==> src/rtl/vbank_sched.sv <==
module vbank_sched #(
  parameter int NBANK = 64,
  parameter int LAT   = 50,
  parameter int IDXW  = 8,
  parameter int LENW  = 8,
  parameter int AGEW  = 3
) (
  input  logic                  clk,
  input  logic                  rst_n,
  input  logic [1:0]            start_i,
  input  logic [1:0][IDXW-1:0]  base_i,
  input  logic [1:0][LENW-1:0]  len_i,
  input  logic [1:0][AGEW-1:0]  age_i,
  output logic [1:0]            cpl_o,
  output logic [1:0][IDXW-1:0]  cpl_idx_o,
  output logic [1:0]            done_o
);
  localparam int BW = $clog2(NBANK);
  localparam int TW = $clog2(LAT);
  localparam int OW = $clog2(LAT + 1);
  localparam logic [TW-1:0]   TLOAD = TW'(LAT - 1);
  localparam logic [AGEW-1:0] HALF  = AGEW'(1 << (AGEW - 1));

  logic [1:0][TW-1:0]   tmr [NBANK];
  logic [1:0][IDXW:0]   pipe [LAT];
  logic [1:0][IDXW-1:0] cur;
  logic [1:0][LENW-1:0] rem;
  logic [1:0][AGEW-1:0] age_q;
  logic [1:0][OW-1:0]   outst;
  logic [1:0]           fin, busy, want, gnt;
  logic [1:0][BW-1:0]   bank;
  logic [1:0][1:0]      nfree;
  logic [AGEW-1:0]      adiff;
  logic                 u0_first, same;

  assign adiff    = age_q[1] - age_q[0];
  assign u0_first = adiff < HALF;
  assign same     = bank[0] == bank[1];

  for (genvar u = 0; u < 2; u++) begin : g_unit
    assign bank[u]  = cur[u][BW-1:0];
    assign want[u]  = rem[u] != '0;
    assign busy[u]  = want[u] || (outst[u] != '0);
    assign done_o[u] = fin[u] && !busy[u];
    assign nfree[u] = {1'b0, tmr[bank[u]][0] == '0} + {1'b0, tmr[bank[u]][1] == '0};
    assign cpl_o[u]     = pipe[LAT-1][u][IDXW];
    assign cpl_idx_o[u] = pipe[LAT-1][u][IDXW-1:0];

    always_ff @(posedge clk) begin
      if (!rst_n) begin
        cur[u]   <= '0;
        rem[u]   <= '0;
        age_q[u] <= '0;
        outst[u] <= '0;
        fin[u]   <= 1'b0;
      end else begin
        if (start_i[u] && !busy[u]) begin
          cur[u]   <= base_i[u];
          rem[u]   <= len_i[u];
          age_q[u] <= age_i[u];
          fin[u]   <= 1'b1;
        end else if (gnt[u]) begin
          cur[u] <= cur[u] + IDXW'(1);
          rem[u] <= rem[u] - LENW'(1);
        end
        outst[u] <= outst[u] + OW'(gnt[u]) - OW'(cpl_o[u]);
      end
    end


    cpl_has_owner_chk: assert property (@(posedge clk) disable iff (!rst_n)
      cpl_o[u] |-> outst[u] != '0);

    busy_start_ignored_chk: assert property (@(posedge clk) disable iff (!rst_n)
      start_i[u] && busy[u] |=> $stable(age_q[u]));

    stall_holds_elem_chk: assert property (@(posedge clk) disable iff (!rst_n)
      want[u] && !gnt[u] && !start_i[u] |=> $stable(cur[u]));

    done_quiet_chk: assert property (@(posedge clk) disable iff (!rst_n)
      done_o[u] |-> !cpl_o[u]);
  end

  always_comb begin
    gnt[0] = want[0] && nfree[0] != 2'd0;
    gnt[1] = want[1] && nfree[1] != 2'd0;
    if (want[0] && want[1] && same && nfree[0] == 2'd1) begin
      gnt[0] = u0_first;
      gnt[1] = !u0_first;
    end
  end

  always_ff @(posedge clk) begin
    if (!rst_n) begin
      for (int b = 0; b < NBANK; b++) tmr[b] <= '0;
    end else begin
      for (int b = 0; b < NBANK; b++) begin
        for (int p = 0; p < 2; p++)
          if (tmr[b][p] != '0) tmr[b][p] <= tmr[b][p] - TW'(1);
        if (gnt[0] && gnt[1] && bank[0] == b[BW-1:0] && same) begin
          tmr[b][0] <= TLOAD;
          tmr[b][1] <= TLOAD;
        end else if ((gnt[0] && bank[0] == b[BW-1:0]) || (gnt[1] && bank[1] == b[BW-1:0])) begin
          if (tmr[b][0] == '0) tmr[b][0] <= TLOAD;
          else                 tmr[b][1] <= TLOAD;
        end
      end
    end
  end

  always_ff @(posedge clk) begin
    if (!rst_n) begin
      for (int k = 0; k < LAT; k++) pipe[k] <= '0;
    end else begin
      for (int u = 0; u < 2; u++) pipe[0][u] <= {gnt[u], cur[u]};
      for (int k = 1; k < LAT; k++) pipe[k] <= pipe[k-1];
    end
  end


  one_port_one_winner_chk: assert property (@(posedge clk) disable iff (!rst_n)
    want[0] && want[1] && same && nfree[0] == 2'd1 |-> $onehot(gnt));

  dual_issue_needs_two_chk: assert property (@(posedge clk) disable iff (!rst_n)
    gnt[0] && gnt[1] && same |-> nfree[0] == 2'd2);
endmodule

==> config.mk <==
export PLATFORM = sky130hd
export DESIGN_NAME = vbank_sched
export DESIGN_NICKNAME = d
export VERILOG_FILES = /design/src/rtl/vbank_sched.sv
export SDC_FILE = /design/constraint.sdc
export NUM_CORES = 2
export LEC_CHECK = 0
export ABC_AREA = 1
export BUFFER_PORTS_ARGS = -buffer_cell sky130_fd_sc_hd__buf_2
export CAP_MARGIN = 20
export CORE_ASPECT_RATIO = 1.75
export CORE_MARGIN = 2
export CORE_UTILIZATION = 34
export CTS_CLUSTER_SIZE = 20
export DETAILED_ROUTE_END_ITERATION = 8
export PLACE_DENSITY_LB_ADDON = 0.15
export SETUP_SLACK_MARGIN = 0.4
export SLEW_MARGIN = 15
export SYNTH_ARGS = -nofsm -noshare
export SYNTH_HDL_FRONTEND = slang
export SYNTH_SLANG_ARGS = --single-unit
==> constraint.sdc <==
create_clock -name clk -period 4.4 [get_ports clk]
set_input_delay 0 -clock clk [delete_from_list [all_inputs] [get_ports clk]]
set_output_delay 0 -clock clk [all_outputs]
set_load 0.02 [all_outputs]
==> flow_summary.yaml <==
setup_path:
  critical_path_class: "reg -> reg"
  cp-end-kind: "flop"
  reg2reg_slack_ps: -600
  r2r-end: "tmr[18][6]"
  worstPathMaxFanout: 7
  reg2regPathDepth: 28
  cp_slowest_stage_delay_ps: 630
  critPathSlowestCell: "o211ai_1"
  crit_top_cell: "buf_6"
  cp-start-kind: "flop"
  worstPathArrival_ps: 5530
  required_ps: 4930
synth:
  syn_nets: 11180
  yosysUniqueCellTypes: 55
  ys_seq_area_frac: 0.4999
  ys.flop_type: "dfxtp_1"
  syn_area_um2: 84740
  ys_warn_count: 0
  syn_inst: 10950
  yosysTopAreaCellShare: 0.2722
  synth_edf_count: 768
  synth.area.top_cells: "edfxtp_1 (27%), dfxtp_1 (23%), nand2_1 (11%)"
  async_flop_share: 0
  ys_ff_latch: 1732
  synthTopCellsByCount: "nand2_1 (2478), inv_1 (1941), nor2_1 (1357)"
  avgSynthCellArea_um2: 7.736
  synth_most_common_cell: "nand2_1"
  synth_top_area_cell: "edfxtp_1"
layout:
  layout-drive-gt1-share: 0.1842
  stdcell_area_um2: 109500
  syn_to_final_growth_pct: 29.22
  fin_nets: 12780
placement:
  port_buffers: 61
  placed_area_um2: 100800
  place_congestion: 0.9995
  dpl.hpwl_um: 232400
die:
  rows: 242
  ios: 62
  fp.coreArea_um2: 248000
  die_area_um2: 253400
  die_width_um: 381.4
  die_h_um: 664.4
  initial_utilization: 0.3417
drt:
  via_per_inst: 4.814
  wl_per_cell_um: 19.18
  first_pass_iters: 8
  vias: 76930
  drc: 0
  totalWireLength_um: 306500
  antenna_left: 0
  drtIter0Drc: 4832
cts:
  clk_pin_slew_worst_paths_ps: 60
  clk_latency_ps: 880
  cts_tree: "done"
  htreeDepth: 4
  root_buffer: "clkbuf_16"
  clock-sinks: 1732
  numCtsBuffers: 179
  cts_buffer_depth: 4
timing:
  slew_headroom: 0.2471
  hold_viol_final: 0
  worst_slack_ps: -596.4
  finalCritPeriodShare: 1.136
  rsz0062_at_grt: "true"
  period_minus_slack_ps: 4996
  whs_ps: 45.51
  finClkSkew_ps: 91.96
  fmax_mhz: 200.1
  slew_violations: 0
  setup_viol_count_final: 1552
  fin_setup_tns_ps: -586920
  tightest_slew_ps: 1129
worst_hold_path:
  whs_endpoint: "bank[4]"
  hp-class: "in -> reg"
  hp-start: "base_i[4]"
  holdPathStages: 4
run_status:
  failed_checks: "negative setup slack"
  status: "complete, but fails checks"
job:
  drv_cap: 0
global_route:
  first_global_vias: 77480
  antenna_found_initial: 6
  grt_max_degree: 222
  groute.usage.overall: 0.2352
  grt_pass1_wl_um: 452900
  grt-ovfl-total: 0
power_and_ir_drop:
  p_leak_nw: 55.12
  powerDensity_nw_per_um2: 719.8
  ir_drop_uv: 492.0
-- report_power, final --
part	internal, mW	switching (mW)
Combinational	16.2	23.4
Clock	8.98	6.65
Sequential	21.3	2.24
-- kinds of logic (layout without fill, tap and decap cells) --
| family | after synthesis | in the layout | synth area share |
|---|---|---|---|
| AND/OR/NAND/NOR | 5018 | 5018 | 0.2432 |
| buffers and inverters | 2377 | 4108 | 0.1082 |
| flip-flops | 1732 | 1732 | 0.4999 |
| AO/OA/AOI/OAI | 1275 | 1275 | 0.08335 |
| XOR/XNOR | 365 | 365 | 0.03773 |
| adder cells (fa/ha/maj) | 186 | 186 | 0.02764 |
| other | 0 | 2 | 0 |
-- cell usage in the layout (no fill, tap or decap), types with 22 or more instances in the layout --
cell,n
nand2_1,2416
inv_1,1935
buf_4,1564
nor2_1,1304
dfxtp_1,957
nand3_1,823
edfxtp_1,768
a21oi_1,543
o21ai_0,423
xor2_1,239
clkbuf_16,188
ha_1,180
o211ai_1,173
xnor2_1,126
nand4_1,97
nor3_1,95
buf_12,91
dlygate4sd3_1,69
nand2_2,63
buf_2,60
nand3_2,47
nor2_2,43
or2_2,42
buf_6,35
clkbuf_1,33
o21ai_1,30
nand3_4,28
clkinv_2,26
a31oi_1,26
clkbuf_8,22
-- through the flow --
stage	std cells	util	total power, mW	setup slack, ps
floorplan	10950	-	42.46	389.6
global placement	15540	0.4066	60.68	-1426
detailed placement	15540	0.4066	60.83	-1254
CTS	15950	0.4370	78.10	-479.8
global route	15980	0.4415	83.39	-583.1
finish	15980	0.4415	78.81	-596.4
-- critical path: cells and delay by family (launching register included) --
family | cells | cell delay, ps
and+or+nand+nor | 10 | 1190
buffers and inverters | 9 | 1180
adders and majority gates | 1 | 400
DFF | 1 | 430
AOI/OAI and AO/OA | 8 | 1390
-- layout make-up --
cell class                      instances  area [um^2]
Inverter                             1958         7387
Tap cell                             3294         4121
Fill cell                           24850       138500
Clock inverter                         73        843.3
Timing Repair Buffer                 1839        15390
Multi-Input combinational cell       6844        34360
Clock buffer                          238         5006
Sequential cell                      1732        42380
Antenna cell                            2        5.005
-- registers in the layout (all words and copies together) (netlist names), named ones only --
register / flops
outst: 12
tmr: 768
bank: 12
fin: 2
pipe: 900
age_q: 6
rem: 16
cur: 4
-- how the worst max path moves through the flow --
stage / startpoint / end / slack (ps)
after detailed placement: flop / tmr[63][10] / -1250
after global placement: flop / tmr[27][8] / -1430
after CTS: flop / tmr[18][9] / -480
after global routing: flop / tmr[8][11] / -580
after floorplan: flop / outst[10] / 390
final: flop / tmr[18][6] / -600
-- layer usage --
layer  vias to the layer above  track usage  share of wire
met4                         4       0.2047           0.10
met1                     36220       0.2247           0.34
met2                      1996       0.4360           0.52
met3                       913      0.03442          0.045
li1                      37800            -              -
met5                         -            0       0.000088
-- what timing repair did --
| action | CTS | global route |
|---|---|---|
| setup endpoints to repair | 1594 | 1593 |
| hold endpoints to repair | 208 | 0 |
| gates resized for setup | 158 | 208 |
| pin swaps | 21 | 70 |
| hold buffers | 69 | 0 |
| buffers inserted | 25 | 21 |
| cloned | 4 | 5 |
No activity file was read; power rests on OpenSTA's default activity.
